`config.mk`:
```
export PLATFORM = sky130hd
export DESIGN_NAME = byte_alu
export DESIGN_NICKNAME = d
export VERILOG_FILES = /design/src/rtl/byte_alu_pkg.sv /design/src/rtl/byte_alu_arith.sv /design/src/rtl/byte_alu_logic.sv /design/src/rtl/byte_alu_bcd.sv /design/src/rtl/byte_alu.sv
export SDC_FILE = /design/constraint.sdc
export NUM_CORES = 1
export LEC_CHECK = 0
export ABC_CLOCK_PERIOD_IN_PS = 15750
export BUFFER_PORTS_ARGS = -buffer_cell sky130_fd_sc_hd__buf_2
export CAP_MARGIN = 20
export CELL_PAD_IN_SITES_DETAIL_PLACEMENT = 0
export CELL_PAD_IN_SITES_GLOBAL_PLACEMENT = 2
export CORE_ASPECT_RATIO = 1.1
export CORE_MARGIN = 4
export CORE_UTILIZATION = 32
export DETAILED_ROUTE_END_ITERATION = 7
export GPL_TIMING_DRIVEN = 0
export PLACE_DENSITY = 0.89
export SLEW_MARGIN = 15
export SYNTH_ARGS = -nofsm -noshare
export SYNTH_HDL_FRONTEND = slang
export SYNTH_SLANG_ARGS = --single-unit
```
`constraint.sdc`:
```
create_clock -name vclk -period 15.75
set_input_delay 3.15 -clock vclk [all_inputs]
set_output_delay 3.15 -clock vclk [all_outputs]
set_load 0.01 [all_outputs]
```
`src/rtl/byte_alu_pkg.sv`:
```
package byte_alu_pkg;
  localparam int DW  = 8;
  localparam int FW  = 5;
  localparam int OPW = 5;

  localparam int F_CY = 0;
  localparam int F_P  = 1;
  localparam int F_AC = 2;
  localparam int F_Z  = 3;
  localparam int F_S  = 4;

  typedef enum logic [OPW-1:0] {
    OP_ADD = 5'd0,  OP_ADC = 5'd1,  OP_SUB = 5'd2,  OP_SBB = 5'd3,
    OP_INC = 5'd4,  OP_DEC = 5'd5,  OP_AND = 5'd6,  OP_XOR = 5'd7,
    OP_OR  = 5'd8,  OP_CMP = 5'd9,  OP_RLC = 5'd10, OP_RRC = 5'd11,
    OP_RAL = 5'd12, OP_RAR = 5'd13, OP_CMA = 5'd14, OP_STC = 5'd15,
    OP_CMC = 5'd16, OP_DAA = 5'd17, OP_DAD = 5'd18
  } op_e;
endpackage

```
`src/rtl/byte_alu_arith.sv`:
```
module byte_alu_arith
  import byte_alu_pkg::*;
#(
  parameter int W = DW
) (
  input  op_e          op_i,
  input  logic [W-1:0] a_i,
  input  logic [W-1:0] b_i,
  input  logic         cy_i,
  output logic [W-1:0] res_o,
  output logic         cy_o,
  output logic         ac_o
);
  localparam int NH = W / 2;

  logic         sub;
  logic         cin;
  logic [W-1:0] b_sel;
  logic [W-1:0] b_x;
  logic [NH:0]  lo;
  logic [W:0]   full;

  // subtract is a + ~b + cin; carry outputs are inverted into borrows
  always_comb begin
    sub   = 1'b0;
    cin   = 1'b0;
    b_sel = b_i;
    case (op_i)
      OP_ADC:         cin = cy_i;
      OP_SUB, OP_CMP: begin sub = 1'b1; cin = 1'b1; end
      OP_SBB:         begin sub = 1'b1; cin = ~cy_i; end
      OP_INC:         begin b_sel = '0; cin = 1'b1; end
      OP_DEC:         begin sub = 1'b1; b_sel = W'(1); cin = 1'b1; end
      default:        ;
    endcase
    b_x  = sub ? ~b_sel : b_sel;
    lo   = {1'b0, a_i[NH-1:0]} + {1'b0, b_x[NH-1:0]} + {{NH{1'b0}}, cin};
    full = {1'b0, a_i} + {1'b0, b_x} + {{W{1'b0}}, cin};
  end

  assign res_o = full[W-1:0];
  assign cy_o  = sub ^ full[W];
  assign ac_o  = sub ^ lo[NH];

  always_comb begin
    if (op_i == OP_SUB || op_i == OP_SBB || op_i == OP_CMP) begin
      p_borrow_r3: assert (cy_o == ({1'b0, a_i} <
                           ({1'b0, b_i} + {{W{1'b0}}, (op_i == OP_SBB) & cy_i})))
        else $error("borrow disagrees with magnitude compare");
    end
  end
endmodule

```
`src/rtl/byte_alu_logic.sv`:
```
module byte_alu_logic
  import byte_alu_pkg::*;
#(
  parameter int W = DW
) (
  input  op_e          op_i,
  input  logic [W-1:0] a_i,
  input  logic [W-1:0] b_i,
  input  logic         cy_i,
  output logic [W-1:0] res_o,
  output logic         cy_o
);
  always_comb begin
    res_o = a_i;
    cy_o  = cy_i;
    case (op_i)
      OP_AND: res_o = a_i & b_i;
      OP_XOR: res_o = a_i ^ b_i;
      OP_OR:  res_o = a_i | b_i;
      OP_RLC: begin res_o = {a_i[W-2:0], a_i[W-1]}; cy_o = a_i[W-1]; end
      OP_RRC: begin res_o = {a_i[0], a_i[W-1:1]};   cy_o = a_i[0];   end
      OP_RAL: begin res_o = {a_i[W-2:0], cy_i};     cy_o = a_i[W-1]; end
      OP_RAR: begin res_o = {cy_i, a_i[W-1:1]};     cy_o = a_i[0];   end
      OP_CMA: res_o = ~a_i;
      default: ;
    endcase
  end
endmodule

```
`src/rtl/byte_alu_bcd.sv`:
```
module byte_alu_bcd
  import byte_alu_pkg::*;
#(
  parameter int W = DW
) (
  input  logic [W-1:0] a_i,
  input  logic         ac_i,
  input  logic         cy_i,
  output logic [W-1:0] res_o,
  output logic         ac_o,
  output logic         cy_o
);
  localparam int NH = W / 2;

  logic       lo_big;
  logic       lo_fix;
  logic       hi_fix;
  logic [W:0] t1;
  logic [W:0] t2;

  always_comb begin
    lo_big = a_i[NH-1:0] > NH'(9);
    lo_fix = lo_big | ac_i;
    t1     = {1'b0, a_i} + (lo_fix ? (W+1)'(6) : '0);
    // high-nibble test uses the value after the low fix
    hi_fix = (t1[W-1:NH] > NH'(9)) | cy_i | t1[W];
    t2     = t1 + (hi_fix ? (W+1)'(6 << NH) : '0);
  end

  assign res_o = t2[W-1:0];
  assign cy_o  = hi_fix;
  assign ac_o  = lo_fix & lo_big;

  always_comb begin
    if (!ac_i && !cy_i && a_i[NH-1:0] <= NH'(9) && a_i[W-1:NH] <= NH'(9)) begin
      p_bcd_passthru_r9: assert (res_o == a_i && !cy_o && !ac_o)
        else $error("valid BCD byte altered by decimal adjust");
    end
  end
endmodule

```
`src/rtl/byte_alu.sv`:
```
module byte_alu
  import byte_alu_pkg::*;
#(
  parameter int W = DW
) (
  input  logic [OPW-1:0] op_i,
  input  logic [W-1:0]   acc_i,
  input  logic [W-1:0]   opnd_i,
  input  logic [FW-1:0]  flags_i,
  input  logic [2*W-1:0] pair_a_i,
  input  logic [2*W-1:0] pair_b_i,
  output logic [W-1:0]   result_o,
  output logic [2*W-1:0] pair_sum_o,
  output logic [FW-1:0]  flags_o,
  output logic [FW-1:0]  flag_we_o
);
  localparam int PW = 2 * W;

  op_e          op;
  logic [W-1:0] ar_res, lg_res, bcd_res;
  logic         ar_cy, ar_ac, lg_cy, bcd_cy, bcd_ac;
  logic [PW:0]  pair_full;
  logic [W-1:0] res, szp_src;
  logic [FW-1:0] nf, we;

  assign op = op_e'(op_i);

  byte_alu_arith #(.W(W)) u_arith (
    .op_i(op), .a_i(acc_i), .b_i(opnd_i), .cy_i(flags_i[F_CY]),
    .res_o(ar_res), .cy_o(ar_cy), .ac_o(ar_ac)
  );

  byte_alu_logic #(.W(W)) u_logic (
    .op_i(op), .a_i(acc_i), .b_i(opnd_i), .cy_i(flags_i[F_CY]),
    .res_o(lg_res), .cy_o(lg_cy)
  );

  byte_alu_bcd #(.W(W)) u_bcd (
    .a_i(acc_i), .ac_i(flags_i[F_AC]), .cy_i(flags_i[F_CY]),
    .res_o(bcd_res), .ac_o(bcd_ac), .cy_o(bcd_cy)
  );

  assign pair_full  = {1'b0, pair_a_i} + {1'b0, pair_b_i};
  assign pair_sum_o = pair_full[PW-1:0];

  always_comb begin
    res     = acc_i;
    szp_src = acc_i;
    nf      = flags_i;
    we      = '0;
    case (op)
      OP_ADD, OP_ADC, OP_SUB, OP_SBB, OP_INC, OP_DEC: begin
        res      = ar_res;
        szp_src  = ar_res;
        nf[F_CY] = ar_cy;
        nf[F_AC] = ar_ac;
        we       = '1;
        if (op == OP_INC || op == OP_DEC) we[F_CY] = 1'b0;
      end
      OP_CMP: begin
        szp_src  = ar_res;
        nf[F_CY] = ar_cy;
        nf[F_AC] = ar_ac;
        we       = '1;
      end
      OP_AND, OP_XOR, OP_OR: begin
        res      = lg_res;
        szp_src  = lg_res;
        nf[F_CY] = 1'b0;
        nf[F_AC] = (op == OP_AND);
        we       = '1;
      end
      OP_RLC, OP_RRC, OP_RAL, OP_RAR: begin
        res      = lg_res;
        nf[F_CY] = lg_cy;
        we[F_CY] = 1'b1;
      end
      OP_CMA: res = lg_res;
      OP_STC: begin nf[F_CY] = 1'b1;           we[F_CY] = 1'b1; end
      OP_CMC: begin nf[F_CY] = ~flags_i[F_CY]; we[F_CY] = 1'b1; end
      OP_DAA: begin
        res      = bcd_res;
        szp_src  = bcd_res;
        nf[F_CY] = bcd_cy;
        nf[F_AC] = bcd_ac;
        we       = '1;
      end
      OP_DAD: begin nf[F_CY] = pair_full[PW]; we[F_CY] = 1'b1; end
      default: ;
    endcase
    nf[F_S] = szp_src[W-1];
    nf[F_Z] = (szp_src == '0);
    nf[F_P] = ~^szp_src;
  end

  assign result_o  = res;
  assign flag_we_o = we;
  assign flags_o   = (we & nf) | (~we & flags_i);

  always_comb begin
    if (op == OP_CMP) begin
      p_cmp_keeps_acc_r6: assert (result_o == acc_i)
        else $error("compare altered accumulator");
      if (acc_i == opnd_i) begin
        p_cmp_equal_r6: assert (flags_o[F_Z] && !flags_o[F_CY])
          else $error("compare equal flags wrong");
      end
    end
    if (op == OP_AND || op == OP_XOR || op == OP_OR) begin
      p_logic_no_carry_r5: assert (!flags_o[F_CY])
        else $error("logic op left carry set");
    end
    if (op == OP_DAD) begin
      p_pair_carry_r10: assert (flags_o[F_CY] == (pair_sum_o < pair_a_i))
        else $error("pair add carry disagrees with wrap");
    end
    if (op inside {OP_RLC, OP_RRC, OP_RAL, OP_RAR, OP_STC, OP_CMC, OP_DAD}) begin
      p_carry_only_r7: assert (flags_o[FW-1:1] == flags_i[FW-1:1])
        else $error("carry-only op touched another flag");
    end
  end
endmodule

```
==> results.json <==
{
  "max_stage_delay_ns": 0.78,
  "final_layout_size_suffix_gt1_share_pct": 22.1,
  "final_period_minus_worst_setup_slack_ns": 11.06,
  "grt.total_usage_pct": 18.7,
  "timing.setup.tns_ns": 0,
  "final.hold.worst_slack_ns": 6.58,
  "netlist_top_cells_area": "ha_1 18%, nor2_1 6.3%, xnor2_1 5.5%, a21oi_1 5.2%, o21ai_0 4.9%",
  "period_share_pct": 70.2,
  "drv_cap": 0,
  "route.antenna.remaining_nets": 0,
  "setup_repair_after_global_routing_missed_its_margin": "false",
  "timing_max_transition_violations_final": 0,
  "drt-initial-drc-count": 315,
  "finalNetCount": 668,
  "crit_path_cell_trace": "buf_2 -> buf_2 -> o21ai_0 -> nand2b_1 -> ha_1 -> inv_1 -> fa_1 -> and3b_1 -> nand3_1 -> o311ai_0 -> ha_1 -> inv_1 -> fa_1 -> xnor2_1 -> xnor2_1 -> nand2_1 -> o21ai_2 -> o22ai_1 -> ha_1 -> xor2_1 -> xnor2_1 -> o21ai_0 -> buf_2",
  "timing.critical_path.to_type": "primary output",
  "seq_area_frac_synth_pct": 0,
  "worst_ep_arrival_time_ns": 7.91,
  "flow.area_growth_from_synthesis_pct": 18.9,
  "power_density_mw_per_mm2": 40.7,
  "critPathKind": "in -> out",
  "holdBufCountCts": 0,
  "placementRows": 37,
  "drt_pre_antenna_iters": 6,
  "final-hold-violation-count": 0,
  "avgRoutedWirePerCell_um": 16.6,
  "drc_violation_count_after_routing": 0,
  "startpoint_class": "input port",
  "post_synth_instance_area_mm2": 0.00316,
  "max_clock_freq_mhz": 90.5,
  "synth_top_cell_area_share_pct": 18.2,
  "worst_pin_slew_ns": 0.982,
  "ys.warnings.count": 0,
  "worst_ir_drop_vdd_uv": 10.2,
  "dp_hpwl_mm": 9.42,
  "io_pins": 92,
  "power_leakage_nw": 1.75,
  "drt-total-wl_mm": 11.2,
  "postSynthAreaPerCell_um2": 6.76,
  "cp_slowest_cell": "o311ai_0",
  "core-area_mm2": 0.00949,
  "finalSetupViolations": 0,
  "worstHoldStart": "flags_i[1]",
  "route.vias.total": 3782,
  "result_of_the_run": "complete, no violations",
  "worstPathMaxFanout": 9,
  "die_x_um": 103,
  "initial_antenna_violation_count": 0,
  "grt.overflow.total": 0,
  "synth_fp_nets": 576,
  "area.sequential_um2": 0,
  "start_util_pct": 33.3,
  "gp_congestion": 0.897,
  "die-area_mm2": 0.0115,
  "fp.dieH_um": 112,
  "critical_path.startpoint": "acc_i[3]",
  "largest_net_degree_at_the_start_of_global_routing": 12,
  "port_buffers": 90,
  "post_cts.resized_instances": 0,
  "grt_pass1_wl_mm": 17.7,
  "post-cts-setup-buffer-count": 0,
  "cp_data_required_time_ns": 12.60,
  "routed_via_density": 5.61,
  "synth_cells": 467,
  "ys_top_cells_by_count": "53 x nor2_1, 46 x ha_1, 38 x nand2_1",
  "yosys.cell_count.top_type": "nor2_1",
  "grt_pass1_vias": 3503,
  "yosysUniqueCellTypes": 64,
  "worstHoldPathType": "in -> out",
  "clock_buffer_instance_count_of_the_final_layout": 0,
  "seq_cell_count": 0,
  "synth_area_leader_cell": "ha_1",
  "antennaDiodeCount": 0,
  "slew_headroom_pct": 32.9
}
routing by layer:
metal / vias to the layer above / GRT usage (%) / part of all wire, %
li1: 1912 / - / -
met1: 1749 / 27.4 / 47
met2: 113 / 31.3 / 46
met3: 8 / 0.808 / 6.4
met4: 0 / 1.66 / 0.93
met5: - / 0 / 0
report_power, final:
group          switching (mW)  internal [mW]  total, mW  leakage [nW]
clock network               0              0          0             0
registers                   0              0          0             0
logic                  0.0878         0.0649      0.153          1.75
total                  0.0878         0.0649      0.153          1.75
cells by family after synthesis:
kind of cell,count (synthesis),synth area share [%]
compound gates,171,38.6
simple gates,151,22.7
buf+inv,64,8.96
fa+ha+maj,51,21.4
xor+xnor,28,7.77
mux,2,0.634
worst max-delay path: cells and delay by family:
family / cells / cell delay, ns
AND/OR/NAND/NOR: 4 / 0.68
AO/OA/AOI/OAI: 5 / 1.25
buffers and inverters: 5 / 0.61
adder cells (fa/ha/maj): 5 / 1.59
XOR/XNOR: 4 / 0.63
path summary, 6_finish.rpt:
kind                     end  slack (ns)  cells after the start
hold / removal    flags_o[1]        6.58                      4
setup / recovery  flags_o[1]        4.69                     23
layout by cell type (no fill, tap or decap), types with 5 or more instances in the layout:
cell      Yosys  layout
a211oi_1     10      10
a21o_1        9       9
a21oi_1      33      33
a22o_1        7       7
a22oi_1       6       6
a31oi_1       9       9
buf_2        10     100
clkbuf_1     12      12
fa_1          5       5
ha_1         46      46
inv_1        34      34
nand2_1      38      38
nand2b_1      8       8
nand3_1      12      12
nor2_1       53      53
nor2b_1       6       6
nor3_1       11      11
o21a_1       10      10
o21ai_0      31      31
o221a_2       8       8
xnor2_1      20      20
xor2_1        8       8
per-stage QoR:
stage / power (mW) / util (%) / setup WS [ns] / area, um2 / cells
after detailed placement: 0.153 / 39.6 / 4.75 / 3750 / 674
after global placement: 0.151 / 39.6 / 4.78 / 3750 / 674
final: 0.153 / 39.6 / 4.69 / 3750 / 674
after global routing: 0.170 / 39.6 / 4.46 / 3750 / 674
after CTS: 0.153 / 39.6 / 4.74 / 3750 / 674
after floorplan: 0.102 / - / 5.58 / 3160 / 467
cell type report:
cell class                 instances  area [um2]
fill                            1046        5740
multi-input combinational        403        2870
timing repair buffer              90         450
buffer                            29         151
tap                              117         146
inverter                          35         131
Note: power is estimated with default switching activity, not from simulation.
